`src/rtl/vend_pkg.sv`:
```
package vend_pkg;

    // Coin code shared by the input and the return output.
    typedef enum logic [1:0] {
        COIN_NONE    = 2'b00,
        COIN_NICKEL  = 2'b01,
        COIN_DIME    = 2'b10,
        COIN_QUARTER = 2'b11
    } coin_e;

    // Amounts are counted in units of five cents.
    localparam int NICKEL_UNITS  = 1;
    localparam int DIME_UNITS    = 2;
    localparam int QUARTER_UNITS = 5;

    localparam int DEF_PRICE_UNITS = 8;   // 40 cents
    localparam int DEF_CAP_UNITS   = 10;  // 50 cents

endpackage

```
`src/rtl/vend_coin_value.sv`:
```
module vend_coin_value
    import vend_pkg::*;
#(
    parameter int SUM_W = 4
) (
    input  logic [1:0]       coin_i,
    output logic [SUM_W-1:0] units_o
);

    always_comb begin
        unique case (coin_i)
            COIN_NICKEL:  units_o = SUM_W'(NICKEL_UNITS);
            COIN_DIME:    units_o = SUM_W'(DIME_UNITS);
            COIN_QUARTER: units_o = SUM_W'(QUARTER_UNITS);
            default:      units_o = '0;
        endcase
    end

endmodule

```
`src/rtl/vend_settle.sv`:
```
module vend_settle
    import vend_pkg::*;
#(
    parameter int CREDIT_W    = 3,
    parameter int SUM_W       = 4,
    parameter int PRICE_UNITS = 8,
    parameter int CAP_UNITS   = 10
) (
    input  logic [CREDIT_W-1:0] credit_i,
    input  logic [1:0]          coin_i,
    input  logic [SUM_W-1:0]    coin_units_i,
    output logic [CREDIT_W-1:0] credit_o,
    output logic [1:0]          ret_o,
    output logic                give_o
);

    localparam logic [SUM_W-1:0] PRICE_S = SUM_W'(PRICE_UNITS);
    localparam logic [SUM_W-1:0] CAP_S   = SUM_W'(CAP_UNITS);

    logic [SUM_W-1:0] total;
    logic [SUM_W-1:0] excess;

    // Change is one coin: a nickel for one unit over, a dime for two.
    function automatic logic [1:0] change_coin(input logic [SUM_W-1:0] over);
        logic [1:0] code;
        if (over == SUM_W'(NICKEL_UNITS))
            code = COIN_NICKEL;
        else if (over == SUM_W'(DIME_UNITS))
            code = COIN_DIME;
        else
            code = COIN_NONE;
        return code;
    endfunction

    assign total  = SUM_W'(credit_i) + coin_units_i;
    assign excess = total - PRICE_S;

    always_comb begin
        credit_o = credit_i;
        ret_o    = COIN_NONE;
        give_o   = 1'b0;
        if (coin_i != COIN_NONE) begin
            if (total > CAP_S) begin
                ret_o = coin_i;
            end else if (total >= PRICE_S) begin
                credit_o = '0;
                give_o   = 1'b1;
                ret_o    = change_coin(excess);
            end else begin
                credit_o = total[CREDIT_W-1:0];
            end
        end
    end

endmodule

```
`src/rtl/vend_ctrl.sv`:
```
module vend_ctrl
    import vend_pkg::*;
#(
    parameter int PRICE_UNITS = DEF_PRICE_UNITS,
    parameter int CAP_UNITS   = DEF_CAP_UNITS
) (
    input  logic       clk,
    input  logic       rst,
    input  logic [1:0] coin_i,
    output logic [1:0] ret_coin_o,
    output logic       dispense_o
);

    localparam int CREDIT_W = $clog2(PRICE_UNITS);
    localparam int SUM_W    = $clog2(PRICE_UNITS + QUARTER_UNITS + 1);

    typedef struct packed {
        logic [CREDIT_W-1:0] credit;
    } vend_state_t;

    vend_state_t         state_d, state_q;
    logic [SUM_W-1:0]    coin_units;
    logic [CREDIT_W-1:0] settle_credit;
    logic [1:0]          settle_ret;
    logic                settle_give;
    logic [CREDIT_W-1:0] credit_q;

    vend_coin_value #(.SUM_W(SUM_W)) u_value (
        .coin_i  (coin_i),
        .units_o (coin_units)
    );

    vend_settle #(
        .CREDIT_W    (CREDIT_W),
        .SUM_W       (SUM_W),
        .PRICE_UNITS (PRICE_UNITS),
        .CAP_UNITS   (CAP_UNITS)
    ) u_settle (
        .credit_i     (state_q.credit),
        .coin_i       (coin_i),
        .coin_units_i (coin_units),
        .credit_o     (settle_credit),
        .ret_o        (settle_ret),
        .give_o       (settle_give)
    );

    always_comb begin
        state_d.credit = settle_credit;
        ret_coin_o     = settle_ret;
        dispense_o     = settle_give;
        if (rst) begin
            state_d.credit = '0;
            ret_coin_o     = COIN_NONE;
            dispense_o     = 1'b0;
        end
    end

    always_ff @(posedge clk) begin
        state_q <= state_d;
    end

    assign credit_q = state_q.credit;

endmodule

```
`config.mk`:
```
export PLATFORM = sky130hd
export DESIGN_NAME = vend_ctrl
export DESIGN_NICKNAME = d
export VERILOG_FILES = /design/src/rtl/vend_pkg.sv /design/src/rtl/vend_coin_value.sv /design/src/rtl/vend_settle.sv /design/src/rtl/vend_ctrl.sv
export SDC_FILE = /design/constraint.sdc
export NUM_CORES = 1
export LEC_CHECK = 0
export BUFFER_PORTS_ARGS = -buffer_cell sky130_fd_sc_hd__buf_4
export CORE_AREA = 3 3 40 42
export DETAILED_ROUTE_END_ITERATION = 12
export DIE_AREA = 0 0 43 45
export PLACE_DENSITY_LB_ADDON = 0.3
export SLEW_MARGIN = 20
export SYNTH_ARGS = -nofsm -noshare
export SYNTH_HDL_FRONTEND = slang
export SYNTH_SLANG_ARGS = --single-unit
```
`constraint.sdc`:
```
create_clock -name clk -period 4.1 [get_ports clk]
set_input_delay 0.205 -clock clk [delete_from_list [all_inputs] [get_ports clk]]
set_output_delay 0.205 -clock clk [all_outputs]
set_load 0.01 [all_outputs]
```
==> results of run 1 <==
==> report_power, final <==
group / total [mW] / leakage [nW] / internal, mW / switching (mW)
clock network: 0.0516 / 0.0150 / 0.0365 / 0.0151
registers: 0.0380 / 0.0247 / 0.0336 / 0.00448
logic: 0.0461 / 0.142 / 0.0202 / 0.0259
total: 0.136 / 0.182 / 0.0902 / 0.0455
==> through the flow <==
stage,utilization,instance area [um2],hold slack [ps]
6_report,0.3116,400.4,161.1
3_5_place_dp,0.2911,374.1,401.9
5_1_grt,0.3116,400.4,161.7
4_1_cts,0.3116,400.4,151.1
2_1_floorplan,-,317.8,274.4
3_3_place_gp,0.2911,374.1,399.5
==> area by class of cell <==
cell class,count,share of cell area
Multi-Input combinational cell,29,0.6156
Sequential cell,3,0.1500
Timing Repair Buffer,6,0.1125
Clock buffer,4,0.06563
Tap cell,15,0.04688
Inverter,1,0.009375
==> worst register-to-register path, stage by stage (launching register included) <==
cell     delay [ps]
dfxtp_1         320
ha_1            230
fa_1            410
xor2_2          340
or4b_1          480
a31oi_1         170
==> cells by family (layout without fill, tap and decap cells) <==
family	Yosys count	after routing	synth area share
simple gates	14	14	0.2677
flops	3	3	0.1890
buf+inv	3	11	0.03543
xor+xnor	1	1	0.05119
fa+ha+maj	4	4	0.1811
compound gates	10	10	0.2756
==> worst min path at each step <==
stage	startpoint	endpoint	slack, ps
after floorplan	rst	credit_q[0]	270
after global placement	rst	credit_q[0]	400
after detailed placement	rst	credit_q[2]	400
after CTS	rst	credit_q[0]	150
after global routing	rst	credit_q[0]	160
final	rst	credit_q[0]	160
==> cells in the final DEF (no fill, tap or decap), drive strengths merged, types with 2 or more instances in the layout <==
| cell | count |
|---|---|
| buf | 6 |
| clkbuf | 4 |
| nor2 | 3 |
| o221a | 3 |
| nand2 | 3 |
| or4b | 3 |
| o221ai | 3 |
| a31oi | 3 |
| ha | 3 |
| dfxtp | 3 |
| and2 | 2 |
==> metal layers <==
metal  up-vias  share of wire  global-route usage
li1        154              -                   -
met1       115           0.61              0.1214
met2         5           0.35              0.1257
met3         0          0.037             0.06375
met4         0              0                   0
met5         -              0                   0
==> results list, run 1 <==
- For this configuration, the core starts out at a cell density of 0.2473.
- Clock latency at the later pin of the worst-skew pair: 230 ps
- Of all nets on the critical path, the largest fanout is 9.
- Setup violations remaining at the end of the flow were counted as 0.
- Total global-route track usage: 0.09015
- Fraction of final layout cells with drive strength greater than 1: 0.3256
- The congestion estimate from routability-driven global placement came to 0.7066.
- Dpl hpwl: 507.4 um
* Number of endpoints with negative hold slack in the final report: 0
* Nets: 52
- Post-route DRC violation count: 0
- STA puts the critical path data arrival time at 2010 ps.
- Between clock sinks in the finished design, the worst skew comes to 0.2778 ps.
- Prior to clock tree synthesis, the placed netlist has a worst setup slack of 2095 ps.
- The share of the Yosys chip area taken by registers is 0.1890.
- Die Y-Extent: 45 um
- For the worst flop-to-flop path, the logic depth is 5.
* Min-Delay Path Class: input pin to register
- Number of max-slew violations in the final report: 0
- Family with the most delay on the worst path: adder cells
- Final worst-path setup slack: 1884 ps
- During I/O placement, the number of pins put on the boundary was 7.
- Site row count: 13
* Number of enable-type register cells in the synthesized netlist: 0
- X dimension of the die: 43 um
* Routed len/inst: 11.79 um
- After routing, the total negative slack on setup checks comes to 0 ps.
- Predominant post-synthesis flop cell: dfxtp_1
* Number of cells on the worst hold path: 2
- Synth cell types: 17
- The multi-input combinational cells in the finished layout cover a total of 246.5 um2.
- Area share of the largest cell type after synthesis: 0.1890
- A synthesized cell averages 9.080 um2.
- Placed cell count: 54
* Initial antenna violation count: 0
* Max Clk Rate: 451.2 MHz
- Measured against its own limit, the worst slew margin works out to 0.7512.
* Number of flip-flops in the largest register: 3
- After clock tree synthesis, the setup repair step added 0 buffers.
* Maxcap violations: 0
- For this run, the number of Yosys warnings is 0.
* Required @ worst endpoint: 3890 ps
- Counting flops and latches in the post-synthesis netlist gives 3.
- Pin count of the biggest net entering global routing: 10
- Launch point of the worst reg-to-reg path: credit_q[0]
- Growth of design area from synthesis to finish: 25.98%
- CTS built an H-tree with a depth of 1.
* Clock tree buffer depth: 2
* Type of element launching the critical path: register
- The number of antenna diodes in the final layout is 0.
- Final standard cell count with taps included and fillers excluded: 58
- Of the available clock period, the critical path in the final layout requires 0.5405.
* Cells along the critical path: ha_1 -> fa_1 -> xor2_2 -> nor2_1 -> o221a_2 -> buf_4
* Worst stage delay on the critical path: 410 ps
- The design draws 0.1357 mW.
* Total routed wirelength: 684 um
- Buffers inserted to repair hold after CTS numbered 0.
- The number of nets in the synthesized netlist is 43.
- After filler insertion, the fill cell instance count of the layout stands at 135.
- Total power per unit cell area: 339.0 nW/um2
- Summed over all instances, the cell type with the most area after synthesis is dfxtp_1.
* Cells after Synth: 35
- Clock tree root buffer cell: clkbuf_4
* Run status: finished, final reports clean
* Die ar.: 1935 um2
- Floorplan Core Area: 1285 um2
- In this run the critical register-to-register path is captured at credit_q[2].
- For this block, the initial DRC count from the detailed router was 4.
* Leakage power figure: 0.1819 nW
- For this run, the detailed router's first-pass iteration total came to 4.
- Critical-path top delay cell: fa_1
* Wire length of the first global-routing pass: 1.290 mm
- The number of gates resized after CTS was 0.
- Setup slack on the worst reg-to-reg path comes out at 2070 ps.
- RSZ-0062 raised after global routing: no
- After synthesis, the share of flip-flops with an asynchronous set or reset is 0.
- STA classifies the critical path endpoint as an output pin.
* Clock net sink count: 3
* Total vias in the final route: 274
- At the pin with the least slew margin, the transition time is 372.8 ps.
- Crit. Startpoint: credit_q[0]
* Routed vias/inst: 4.724
* Min Tclk post-route: 2216 ps
- IR analysis of the VDD net gives a maximum drop of 0.1224 mV.
- CTS tree: yes
* Critical path endpoint: ret_coin_o[1]
- By startpoint and endpoint, the worst setup path is classified as register to output pin.
* Crit path buffers/inverters: 1
- In the final layout, flip-flops and latches occupy 60.06 um2.
* Count of buffers from port buffering: 6
- Total grt overflow: 0
- After synthesis the cells add up to 317.8 um2.
- After synthesis, the cell types taking the most area are dfxtp_1, ha_1, o221a_2, or4b_1, o221ai_1.
- Levels on crit path: 6
- Clock-pin slew was measured on the worst setup and hold paths at 40 ps.
* Number of buffers created by CTS: 3
* Via count of the first global-routing pass: 308
- Number of nets still failing antenna checks after routing: 0
Power figures use the tool's default switching activity.
==> run 2, diff against run 1 <==
==> constraint.sdc (replaced) <==
create_clock -name clk -period 2.1 [get_ports clk]
set_input_delay 0.105 -clock clk [delete_from_list [all_inputs] [get_ports clk]]
set_output_delay 0.105 -clock clk [all_outputs]
set_load 0.01 [all_outputs]
==> results list, run 2 (same netlist as run 1, synthesis figures left out) <==
- Most common library cell in the layout ignoring fill and taps: buf_4
- Pre-CTS worst setup slack: 251.7 ps (-1843 ps)
* Measured slew at the worst slew-check pin: 330.6 ps (-42.24 ps)
- Placed cell count: 56 (+3.7%)
- Via count of the first global-routing pass: 308 (unchanged)
* Nets: 55 (+5.8%)
- Remaining max-slew budget at the tightest pin: 0.7788 (+0.02755)
- CTS H-tree depth: 1 (unchanged)
- Reg clk slew, reported paths: 40 ps (about the same)
- The critical path in this run is classified as register to output pin.
* Post-route DRC violation count: 0 (unchanged)
- The full die area was 1935 um2 (unchanged).
- Number of buffers created by CTS: 3 (unchanged)
- The number of routed nets with antenna violations is 0 (unchanged).
- The routed wirelength normalized by instance count was 12.30 um (+4.3%).
- The routed wire length was 750 um (+9.6%).
- Total grt overflow: 0 (unchanged)
- Period utilization: 0.9388
- Wire length of the first global-routing pass: 1.311 mm (+1.6%)
- The vias per cell is 5.443 (+15%).
* CTS tree: yes
- Number of max-slew violations in the final report: 0 (unchanged)
- The antenna diode count came to 0 (unchanged).
- The accumulated negative setup slack came to 0 ps (unchanged).
* Floorplan Core Area: 1285 um2 (unchanged)
- The pin count of the biggest net entering global routing came to 8 (-2).
- Min-Delay Path Class: input pin to register
* Clock tree buffer depth: 2 (unchanged)
* Clock latency at the later pin of the worst-skew pair: 230 ps (about the same)
- Clock tree synthesis selected as its root buffer the cell clkbuf_4.
- 1st-pass router iterations: 4 (unchanged)
- The least setup slack across all paths after layout is 128.6 ps (-1755 ps).
- The run finished with clean final reports.
* Number of flip-flops in the largest register: 3 (unchanged)
- Leakage power figure: 0.1935 nW (+6.4%)
* Growth of design area from synthesis to finish: 34.65%
- The ratio of total power to cell area was 675.0 nW/um2 (+99%).
* Worst Path Max Fanout: 5 (-4)
* Dpl hpwl: 574.5 um (+13%)
- The total routing resource utilization after global routing came to 0.08811 (-0.002037).
* Type of element launching the critical path: register
- Starting utilization of the core area: 0.2473 (unchanged)
- STA classifies the critical path endpoint as an output pin.
- IO Pins: 7 (unchanged)
- The data required time at the worst endpoint came to 2000 ps (-1890 ps).
* WL met2: 347 um (+45%)
- Clock net sink count: 3 (unchanged)
- The height of the chip is 45 um (unchanged).
- The largest clock skew in the final design came to 1.632 ps (+1.354 ps).
* Placer Congestion: 0.7474 (+5.8%)
- Site row count: 13 (unchanged)
* Max Clk Rate: 507.3 MHz
- Met1 wire length: 348 um (-17%)
* RSZ-0062 raised after global routing: no
* Detailed router's first-iteration violation count: 7 (+3)
- Min Tclk post-route: 1971 ps
- The initial antenna violation count came to 0 (unchanged).
- Worst-case vdd ir drop: 0.2095 mV (+71%)
* Count of buffers from port buffering: 6 (unchanged)
- Final standard cell count with taps included and fillers excluded: 61 (+5.2%)
- Detailed-routed wire length on met3: 43 um (+72%)
* Maxcap violations: 0 (unchanged)
* Number of endpoints with negative hold slack in the final report: 0 (unchanged)
* X dimension of the die: 43 um (unchanged)
- The routed via count is 332 (+21%).
- The number of hold buffers added after cts came to 0 (unchanged).
* Fraction of final layout cells with drive strength greater than 1: 0.4130 (+0.08746)
- The final setup violation count came to 0 (unchanged).
- Topmost layer with routed signal wires: met4
- WP data arrival: 1870 ps (-140 ps)
==> run 2: cell types whose count changed in the layout (fill, tap and decap cells not counted), sizes merged <==
| cell | before | now |
|---|---|---|
| buf | 6 | 9 |
==> run 2: layout make-up <==
class	instances	area, um2
clock buffer	4	26.28
inverter	1	3.754
tap	15	18.77
timing repair buffer	9	67.56
sequential	3	60.06
multi-input combinational	29	251.5
fill	137	857.1
==> run 2: timing repair <==
item,CTS,global route
resized for setup,0,2
buffers inserted,0,1
setup endpoints to repair,0,2
==> run 2: metal layers <==
layer,track usage,vias to the layer above
met5,0,-
met4,0.01807,0
met3,0.03984,2
met2,0.1437,11
met1,0.1079,157
li1,-,162
==> run 2: final timing paths <==
| path | from | end | slack (ps) | depth (start not counted) |
|---|---|---|---|---|
| worst max-delay path | credit_q[0] | ret_coin_o[0] | 130 | 7 |
| worst min-delay path | rst | credit_q[2] | 60 | 2 |
| worst max register to register | credit_q[0] | credit_q[2] | 240 | 6 |
| worst min register to register | credit_q[0] | credit_q[0] | 480 | 2 |
==> run 2: critical path, cell delays in order, from the launching register on <==
cell	delay [ps]
dfxtp_1	320
ha_2	200
fa_2	360
xor2_2	190
buf_4	150
nor2_1	40
o221a_2	240
buf_4	140
==> run 2: metrics by stage <==
stage,hold WS (ps),instance area [um2],power (mW),utilization
global route,63.31,427.9,0.3142,0.3330
detailed placement,302.2,389.1,0.1810,0.3028
floorplan,174.4,317.8,0.1401,-
finish,64.95,427.9,0.2888,0.3330
CTS,57.58,415.4,0.2868,0.3233
global placement,301.7,389.1,0.1802,0.3028
==> run 2: power by group <==
group,internal (mW),switching (mW),leakage (nW)
clock network,0.0711,0.0285,0.0150
logic,0.0596,0.0555,0.154
registers,0.0655,0.00860,0.0247
